## src/rtl/tfa_pkg.sv

```systemverilog
package tfa_pkg;
    typedef enum logic {
        TFA_IDLE = 1'b0,
        TFA_SCAN = 1'b1
    } tfa_state_e;

    localparam logic [2:0] TFA_EXC_NO_FREE = 3'd1;
endpackage

```

## src/rtl/tfa_elig.sv

```systemverilog
module tfa_elig #(
    parameter int N_CTX = 8,
    parameter int VPE_W = 2
) (
    input  logic [N_CTX*VPE_W-1:0] ctx_vpe,
    input  logic [N_CTX-1:0]       ctx_dyn,
    input  logic [N_CTX-1:0]       ctx_halt,
    input  logic [N_CTX-1:0]       ctx_act,
    input  logic [VPE_W-1:0]       req_vpe,
    output logic [N_CTX-1:0]       elig
);
    // One qualifier per context: same binding, allocatable, not halted, idle.
    for (genvar i = 0; i < N_CTX; i++) begin : g_ctx
        logic same_vpe;
        assign same_vpe = (ctx_vpe[i*VPE_W +: VPE_W] == req_vpe);
        assign elig[i]  = same_vpe & ctx_dyn[i] & ~ctx_halt[i] & ~ctx_act[i];
    end
endmodule

```

## src/rtl/tfa_seq.sv

```systemverilog
module tfa_seq
    import tfa_pkg::*;
#(
    parameter int N_CTX  = 8,
    parameter int IDX_W  = 3,
    parameter int ASID_W = 8,
    parameter int DATA_W = 32,
    parameter int REG_W  = 5
) (
    input  logic              clk,
    input  logic              rst_n,
    input  logic              fork_req,
    input  logic [1:0]        req_ksu,
    input  logic [ASID_W-1:0] req_asid,
    input  logic [DATA_W-1:0] req_pc,
    input  logic [DATA_W-1:0] req_val,
    input  logic [REG_W-1:0]  req_dst,
    input  logic [IDX_W-1:0]  cfg_count,
    input  logic [N_CTX-1:0]  elig,
    output logic              busy,
    output logic [IDX_W-1:0]  wr_ctx,
    output logic              wr_stb,
    output logic [DATA_W-1:0] pc_data,
    output logic [DATA_W-1:0] val_data,
    output logic [REG_W-1:0]  dst_idx,
    output logic              st_dirty,
    output logic              st_act,
    output logic [1:0]        st_ksu,
    output logic [ASID_W-1:0] st_asid,
    output logic              exc_we,
    output logic [2:0]        exc_code,
    output logic              done,
    output logic              ok,
    output logic              fault
);
    localparam logic [IDX_W-1:0] MAX_IDX = IDX_W'(N_CTX - 1);

    typedef struct packed {
        tfa_state_e        st;
        logic [IDX_W-1:0]  idx;
        logic [IDX_W-1:0]  last;
        logic [DATA_W-1:0] pc;
        logic [DATA_W-1:0] val;
        logic [REG_W-1:0]  dst;
        logic [1:0]        ksu;
        logic [ASID_W-1:0] asid;
        logic [IDX_W-1:0]  wctx;
        logic              wr;
        logic              dirty;
        logic              act;
        logic              exc_we;
        logic [2:0]        exc_code;
        logic              done;
        logic              ok;
        logic              fault;
    } tfa_regs_t;

    tfa_regs_t r_d, r_q;
    logic [IDX_W-1:0] last_lim;

    always_comb begin
        last_lim = (cfg_count > MAX_IDX) ? MAX_IDX : cfg_count;
        r_d          = r_q;
        r_d.wr       = 1'b0;
        r_d.dirty    = 1'b0;
        r_d.act      = 1'b0;
        r_d.exc_we   = 1'b0;
        r_d.exc_code = 3'd0;
        r_d.done     = 1'b0;
        r_d.ok       = 1'b0;
        r_d.fault    = 1'b0;
        case (r_q.st)
            TFA_IDLE: begin
                if (fork_req) begin
                    r_d.st   = TFA_SCAN;
                    r_d.idx  = '0;
                    r_d.last = last_lim;
                    r_d.pc   = req_pc;
                    r_d.val  = req_val;
                    r_d.dst  = req_dst;
                    r_d.ksu  = req_ksu;
                    r_d.asid = req_asid;
                end
            end
            TFA_SCAN: begin
                if (elig[r_q.idx]) begin
                    r_d.st    = TFA_IDLE;
                    r_d.wctx  = r_q.idx;
                    r_d.wr    = 1'b1;
                    r_d.dirty = 1'b1;
                    r_d.act   = 1'b1;
                    r_d.done  = 1'b1;
                    r_d.ok    = 1'b1;
                end else if (r_q.idx == r_q.last) begin
                    r_d.st       = TFA_IDLE;
                    r_d.exc_we   = 1'b1;
                    r_d.exc_code = TFA_EXC_NO_FREE;
                    r_d.done     = 1'b1;
                    r_d.fault    = 1'b1;
                end else begin
                    r_d.idx = r_q.idx + 1'b1;
                end
            end
            default: r_d.st = TFA_IDLE;
        endcase
    end

    always_ff @(posedge clk or negedge rst_n) begin
        if (!rst_n) r_q <= '0;
        else        r_q <= r_d;
    end

    assign busy     = (r_q.st == TFA_SCAN);
    assign wr_ctx   = r_q.wctx;
    assign wr_stb   = r_q.wr;
    assign pc_data  = r_q.pc;
    assign val_data = r_q.val;
    assign dst_idx  = r_q.dst;
    assign st_dirty = r_q.dirty;
    assign st_act   = r_q.act;
    assign st_ksu   = r_q.ksu;
    assign st_asid  = r_q.asid;
    assign exc_we   = r_q.exc_we;
    assign exc_code = r_q.exc_code;
    assign done     = r_q.done;
    assign ok       = r_q.ok;
    assign fault    = r_q.fault;

    // each completion reports exactly one outcome
    a_r9_one_outcome: assert property (@(posedge clk) disable iff (!rst_n)
        done |-> (ok ^ fault));
    // completion is a single-cycle pulse
    a_r9_done_pulse: assert property (@(posedge clk) disable iff (!rst_n)
        done |=> !done);
    // writes only accompany a successful completion
    a_r5_write_on_ok: assert property (@(posedge clk) disable iff (!rst_n)
        wr_stb |-> (done && ok));
    // fault carries the exception code and no context write
    a_r7_fault_code: assert property (@(posedge clk) disable iff (!rst_n)
        fault |-> (exc_we && exc_code == TFA_EXC_NO_FREE && !wr_stb));
    // status write marks context dirty and activated
    a_r6_status_bits: assert property (@(posedge clk) disable iff (!rst_n)
        wr_stb |-> (st_dirty && st_act));
    // the scan is finished once done is raised
    a_r8_idle_at_done: assert property (@(posedge clk) disable iff (!rst_n)
        done |-> !busy);
    // scan position never passes the captured limit
    a_r4_idx_bound: assert property (@(posedge clk) disable iff (!rst_n)
        busy |-> (r_q.idx <= r_q.last));
    // scan advances by one context per cycle
    a_r3_step_one: assert property (@(posedge clk) disable iff (!rst_n)
        (busy && $past(busy) && rst_n) |-> (r_q.idx == $past(r_q.idx) + 1'b1));
endmodule

```

## src/rtl/tfa_fork_alloc.sv

```systemverilog
module tfa_fork_alloc #(
    parameter int N_CTX  = 8,
    parameter int VPE_W  = 2,
    parameter int ASID_W = 8,
    parameter int DATA_W = 32,
    parameter int REG_W  = 5,
    localparam int IDX_W = (N_CTX > 1) ? $clog2(N_CTX) : 1
) (
    input  logic                   clk,
    input  logic                   rst_n,
    input  logic                   fork_req,
    input  logic [VPE_W-1:0]       req_vpe,
    input  logic [1:0]             req_ksu,
    input  logic [ASID_W-1:0]      req_asid,
    input  logic [DATA_W-1:0]      req_pc,
    input  logic [DATA_W-1:0]      req_val,
    input  logic [REG_W-1:0]       req_dst,
    input  logic [IDX_W-1:0]       cfg_count,
    input  logic [N_CTX*VPE_W-1:0] ctx_vpe,
    input  logic [N_CTX-1:0]       ctx_dyn,
    input  logic [N_CTX-1:0]       ctx_halt,
    input  logic [N_CTX-1:0]       ctx_act,
    output logic                   busy,
    output logic [IDX_W-1:0]       wr_ctx,
    output logic                   pc_we,
    output logic [DATA_W-1:0]      pc_wdata,
    output logic                   gpr_we,
    output logic [REG_W-1:0]       gpr_addr,
    output logic [DATA_W-1:0]      gpr_wdata,
    output logic                   st_we,
    output logic [1:0]             st_run,
    output logic                   st_dly,
    output logic                   st_dirty,
    output logic                   st_act,
    output logic [1:0]             st_ksu,
    output logic [ASID_W-1:0]      st_asid,
    output logic                   exc_we,
    output logic [2:0]             exc_code,
    output logic                   done,
    output logic                   ok,
    output logic                   fault
);
    logic [N_CTX-1:0] elig;
    logic             wr_stb;

    tfa_elig #(.N_CTX(N_CTX), .VPE_W(VPE_W)) u_elig (
        .ctx_vpe (ctx_vpe),
        .ctx_dyn (ctx_dyn),
        .ctx_halt(ctx_halt),
        .ctx_act (ctx_act),
        .req_vpe (req_vpe),
        .elig    (elig)
    );

    tfa_seq #(
        .N_CTX(N_CTX), .IDX_W(IDX_W), .ASID_W(ASID_W),
        .DATA_W(DATA_W), .REG_W(REG_W)
    ) u_seq (
        .clk      (clk),
        .rst_n    (rst_n),
        .fork_req (fork_req),
        .req_ksu  (req_ksu),
        .req_asid (req_asid),
        .req_pc   (req_pc),
        .req_val  (req_val),
        .req_dst  (req_dst),
        .cfg_count(cfg_count),
        .elig     (elig),
        .busy     (busy),
        .wr_ctx   (wr_ctx),
        .wr_stb   (wr_stb),
        .pc_data  (pc_wdata),
        .val_data (gpr_wdata),
        .dst_idx  (gpr_addr),
        .st_dirty (st_dirty),
        .st_act   (st_act),
        .st_ksu   (st_ksu),
        .st_asid  (st_asid),
        .exc_we   (exc_we),
        .exc_code (exc_code),
        .done     (done),
        .ok       (ok),
        .fault    (fault)
    );

    // One commit strobe fans out to the three write ports of the bank.
    assign pc_we  = wr_stb;
    assign gpr_we = wr_stb;
    assign st_we  = wr_stb;
    // A freshly forked context starts running, outside any delay slot.
    assign st_run = 2'b00;
    assign st_dly = 1'b0;
endmodule

```

## config.mk

```make
export PLATFORM = sky130hd
export DESIGN_NAME = tfa_fork_alloc
export DESIGN_NICKNAME = d
export VERILOG_FILES = /design/src/rtl/tfa_pkg.sv /design/src/rtl/tfa_elig.sv /design/src/rtl/tfa_seq.sv /design/src/rtl/tfa_fork_alloc.sv
export SDC_FILE = /design/constraint.sdc
export NUM_CORES = 1
export LEC_CHECK = 0
export BUFFER_PORTS_ARGS = -buffer_cell sky130_fd_sc_hd__buf_4
export CAP_MARGIN = 10
export CORE_MARGIN = 2
export CORE_UTILIZATION = 50
export CTS_CLUSTER_DIAMETER = 30
export DETAILED_ROUTE_END_ITERATION = 8
export GPL_TIMING_DRIVEN = 1
export PLACE_DENSITY = 0.93
export SYNTH_ARGS = -nofsm -noshare
export SYNTH_HDL_FRONTEND = slang
export SYNTH_SLANG_ARGS = --single-unit
```

## constraint.sdc

```tcl
create_clock -name clk -period 5.3 [get_ports clk]
set_clock_uncertainty 0.1 [all_clocks]
set_input_delay 0.265 -clock clk [delete_from_list [all_inputs] [get_ports clk]]
set_output_delay 0.265 -clock clk [all_outputs]
set_load 0.05 [all_outputs]
```

# ---- Word-level counts from Yosys, hierarchy flattened
# Cells that the tools add are included.
dict set report word_totals {
  register_bits 99
  in_bits 127
  output_inout_bits 98
  elab_cells 93
}
dict set report classes {
  n_addsub 1
  n_lt_le_gt_ge 2
  eq_ne 12
  n_mux 17
  bitwise_logic 41
  reduce_logical 3
}
# operator count
set op_table {}
lappend op_table {{86-bit 2-to-1 mux} 1}
lappend op_table {{1-bit AND} 24}
lappend op_table {{1-bit inverter} 17}
lappend op_table {{2-bit == test} 8}
lappend op_table {{3-bit 2-to-1 mux} 4}
lappend op_table {{10-bit 2-to-1 mux} 1}
lappend op_table {{4-bit one-hot mux with 2 select lines} 1}
lappend op_table {{1-bit 2-to-1 mux} 7}
lappend op_table {{2-bit inequality test, second input constant} 3}
lappend op_table {{5-bit 2-to-1 mux} 1}
lappend op_table {{3-bit by 4-bit less-than comparator with 1-bit output, second input constant} 1}
lappend op_table {{4-bit 2-to-1 mux} 1}
lappend op_table {{2-bit AND reduction} 2}
lappend op_table {{3-bit by 1-bit adder with 3-bit output, second input constant} 1}
lappend op_table {{1-bit binary-select mux with 3-bit select} 1}
lappend op_table {{3-bit == test} 1}
lappend op_table {{3-bit greater-than comparator, second input constant} 1}
lappend op_table {{3-bit AND reduction} 1}

# ---- Logic depth before layout (Yosys ltp)
dict set report logic_depth {
  word_depth 8
  depth_mapped 7
  ltp_nobuf 6
}

# ---- Modules after synthesis
# Synthesis repeated with hierarchy kept, for this count alone.
dict set report unflattened {
  cells_unflattened 352
  hier_area_um2 4570.6
}
# mod n_inst cells_per_inst area_per_inst_um2 seq_area_each_um2
set by_module_without_submodules {}
lappend by_module_without_submodules {tfa_seq 1 312 4266.6 2302.2}
lappend by_module_without_submodules {tfa_elig 1 34 262.8 0.0}
lappend by_module_without_submodules {tfa_fork_alloc 1 6 41.3 0.0}

# ---- Worst setup path after synthesis
# OpenSTA, ideal clock, no wires.
dict set report synth_timing {
  path_kind {flip-flop to flip-flop}
  start {reg u_seq.r_q (netlist bit u_seq.busy)}
  end {reg u_seq.r_q (netlist bit u_seq.pc_data[0])}
  setup_ps 125
  arrival_time_ps 1729
  t_required_ps 5075
  slack_ps 3346
  stages_incl_launch_ff 5
  period_less_slack_ps 1954
  cell_sequence {dfrtp_1 nor2b_1 clkbuf_1 buf_2 mux2_2}
}
dict set report synth_via {
  elab_chain_cells 2
}
# element line
set synth_lines {}
lappend synth_lines {{from (decl)} tfa_seq.sv:58} ;# tfa_regs_t r_d, r_q;
lappend synth_lines {{from (signal assigned)} tfa_seq.sv:110} ;# else r_q <= r_d;
lappend synth_lines {{1-bit inverter (no source line)} --}
lappend synth_lines {{2-bit AND reduction (no source line)} --}
# No other way between the ends.
# A chain may end at the register's enable or synchronous reset.

# ---- Worst setup path in the final report
# Same ends and word-level chain as after synthesis.

==> impl_metrics.env <==
export IMPL_drtIter0Drc=75
export IMPL_synth_edf_count=0
export IMPL_startpoint_type="flip-flop"
export IMPL_syn_to_final_growth_pct=27.2
export IMPL_post_drt_wl_per_cell_um=16.0
export IMPL_cts_tree="yes"
export IMPL_place_inst=582
export IMPL_power_density_nw_per_um2=735
export IMPL_synth_cells=356
export IMPL_fmax_mhz=374
export IMPL_place_ws_ps=2610
export IMPL_crit_path_start="u_seq.busy"
export IMPL_fin_util=0.661
export IMPL_synth_area_per_cell_um2=12.8
export IMPL_drc=0
export IMPL_initial_utilization=0.519
export IMPL_synthesis_area_um2=4570
export IMPL_synthTopCellsByArea="dfrtp_1 50%, mux2_2 20%, buf_4 16%"
export IMPL_reg2reg_slack_ps=2630
export IMPL_ir_drop_mv=0.358
export IMPL_synth_ff_type="dfrtp_1"
export IMPL_outcome="complete, no violations"
export IMPL_max_stage_delay_ps=870
export IMPL_crit_fanout=45
export IMPL_internal_power_uw=2160
export IMPL_cp_arrival_ps=2790
export IMPL_critPathKind="flip-flop to flip-flop"
export IMPL_crit_cells=3
export IMPL_setup_viol=0
export IMPL_synth_most_common_cell="buf_4"
export IMPL_dieArea_um2=9930
export IMPL_ys_warnings_count=0
export IMPL_final_nets=614
export IMPL_synth_top_area_share=0.503
export IMPL_overflow=0
export IMPL_rsz0062_at_grt="false"
export IMPL_cp_endpoint="u_seq.pc_data[0]"
export IMPL_grt_antenna_before_repair=0
export IMPL_yosys_area_top_type="dfrtp_1"
export IMPL_die_x_um=99.7
export IMPL_tns_ps=0
export IMPL_n_antenna_cell=0
export IMPL_grt_max_degree=49
export IMPL_worst_path_buf_inv=1
export IMPL_clkPwrFrac=0.110
export IMPL_slew_headroom=0.295
export IMPL_yosys_top_cells_count="95 x buf_4, 92 x dfrtp_1, 82 x mux2_2"
export IMPL_worstPathRequired_ps=5420
export IMPL_htreeDepth=3
export IMPL_clkSinkCount=92
export IMPL_p_sw_uw=2120
export IMPL_track_usage=0.192
export IMPL_fillers=653
export IMPL_port_buffers=219
export IMPL_clock_latency_ps=340
export IMPL_cts_setup_buffers=0
export IMPL_ios=225
export IMPL_die_height_um=99.7
export IMPL_path_delay_family="simple AND/OR/NAND/NOR gates"
export IMPL_p_leak_uw=0.00279
export IMPL_seq_power_share=0.301
export IMPL_hpwl_um=7570
export IMPL_ctsResizeCount=0
export IMPL_worstPathCellList="nor2b_4 -> buf_4 -> mux2_2"
export IMPL_core_um2=8810
export IMPL_yosysSeqAreaShare=0.503
export IMPL_cts_made_buffers=9
export IMPL_ant_nets=0
export IMPL_synthDistinctLibCells=38
export IMPL_r2r_end="u_seq.pc_data[0]"
export IMPL_dr_pass1_iters=6
export IMPL_post_route_period_util=0.504
export IMPL_cts_root_buf="clkbuf_8"
export IMPL_worst_slew_pin_slew_ps=1060
export IMPL_min_delay_path_class="input port to flip-flop"
export IMPL_reg2regPathDepth=3
export IMPL_row_count=34
export IMPL_multiInputGateArea_um2=1510
export IMPL_sw_frac_of_total=0.495
export IMPL_cp_end_kind="flip-flop"
export IMPL_vias=2985
export IMPL_gp_congestion=0.850
export IMPL_comb_power_share=0.589
export IMPL_timing_rr_start="u_seq.busy"
export IMPL_worst_slack_ps=2630
export IMPL_seq_area_um2=2300
export IMPL_post_route_min_period_ps=2670
export IMPL_hold_violations=0
export IMPL_synth_async_reset_ratio=1.00
export IMPL_final_cells=599
export IMPL_cpMaxStageDelayCell="nor2b_4"
export IMPL_cts_buffer_depth=2
export IMPL_path_clk_slew_ps=100
export IMPL_ys_seq_elements=92
export IMPL_grt_pass1_vias=3183
export IMPL_drv_slew=0
export IMPL_drv_cap=0
export IMPL_grt_pass1_wl_um=15200
export IMPL_drive_above_1_share=0.668
export IMPL_routed_wl_um=9610
export IMPL_via_per_inst=4.98
## area by class of cell
| class | count | share of cell area |
|---|---|---|
| Clock inverter | 6 | 0.0125 |
| Clock buffer | 10 | 0.0219 |
| Sequential cell | 92 | 0.396 |
| Timing Repair Buffer | 222 | 0.287 |
| Multi-Input combinational cell | 159 | 0.259 |
| Inverter | 2 | 0.00129 |
| Tap cell | 108 | 0.0232 |
## worst min-delay path by stage
stage	start	to	slack (ps)	depth (start not counted)
final	req_val[12]	u_seq.val_data[12]	50	2
after detailed placement	rst_n	u_seq.st_act	210	1
after global routing	req_val[8]	u_seq.val_data[8]	20	2
after global placement	rst_n	u_seq.val_data[6]	200	1
after floorplan	rst_n	u_seq.busy	-130	0
after CTS	req_val[15]	u_seq.val_data[15]	30	2
## repair_timing
action,4_1_cts,5_1_grt
hold buffers,1,0
endpoints found under the hold margin,47,0
setup endpoints to repair,0,0
## cell families (layout without fill, tap and decap cells)
family / after synthesis / after routing / share of synthesized area
flip-flops: 92 / 92 / 0.503
buffers and inverters: 109 / 240 / 0.172
adder cells (fa/ha/maj): 1 / 1 / 0.00273
XOR/XNOR: 13 / 13 / 0.0249
AND/OR/NAND/NOR: 47 / 47 / 0.0678
AO/OA/AOI/OAI: 7 / 7 / 0.0150
other: 1 / 5 / 0.000820
multiplexers: 86 / 86 / 0.213
## layer usage
layer  routed length, µm  global-route usage  up-vias
met4                 132              0.0580        0
met2                5060               0.339      135
met1                3650               0.225     1457
li1                    -                   -     1381
met3                 775              0.0590       12
met5                   0                   0        -
## power groups by stage
stage,registers (µW),logic (µW),clock network (µW)
3_5_place_dp,1300,2540,0
5_1_grt,1340,2610,520
4_1_cts,1290,2540,489
3_3_place_gp,1280,2490,0
2_1_floorplan,1240,2300,0
6_report,1290,2520,469
## registers in the layout, indices dropped and copies added, names as in the netlist, 2 cells and up
| name | count |
|---|---|
| u_seq.st_asid | 8 |
| u_seq.dst_idx | 5 |
| u_seq.val_data | 32 |
| u_seq.wr_ctx | 3 |
| u_seq.st_ksu | 2 |
| u_seq.r_q | 6 |
| u_seq.pc_data | 32 |
## placed cells by master (no fill, tap or decap), types with 5 or more instances in the layout
| cell | instances |
|---|---|
| dfrtp_1 | 92 |
| nand4_1 | 10 |
| nand3_1 | 7 |
| clkbuf_8 | 9 |
| conb_1 | 5 |
| nor2_1 | 9 |
| xnor2_1 | 13 |
| buf_4 | 221 |
| mux2_2 | 82 |
## stage by stage
stage               instance area [µm²]  hold WS [ps]  total power [µW]
floorplan                          4590          -131              3540
global route                       5820          16.4              4470
global placement                   5610           199              3770
finish                             5820          47.0              4280
CTS                                5820          26.8              4320
detailed placement                 5610           209              3840
Note: power is estimated with default switching activity, not from simulation.
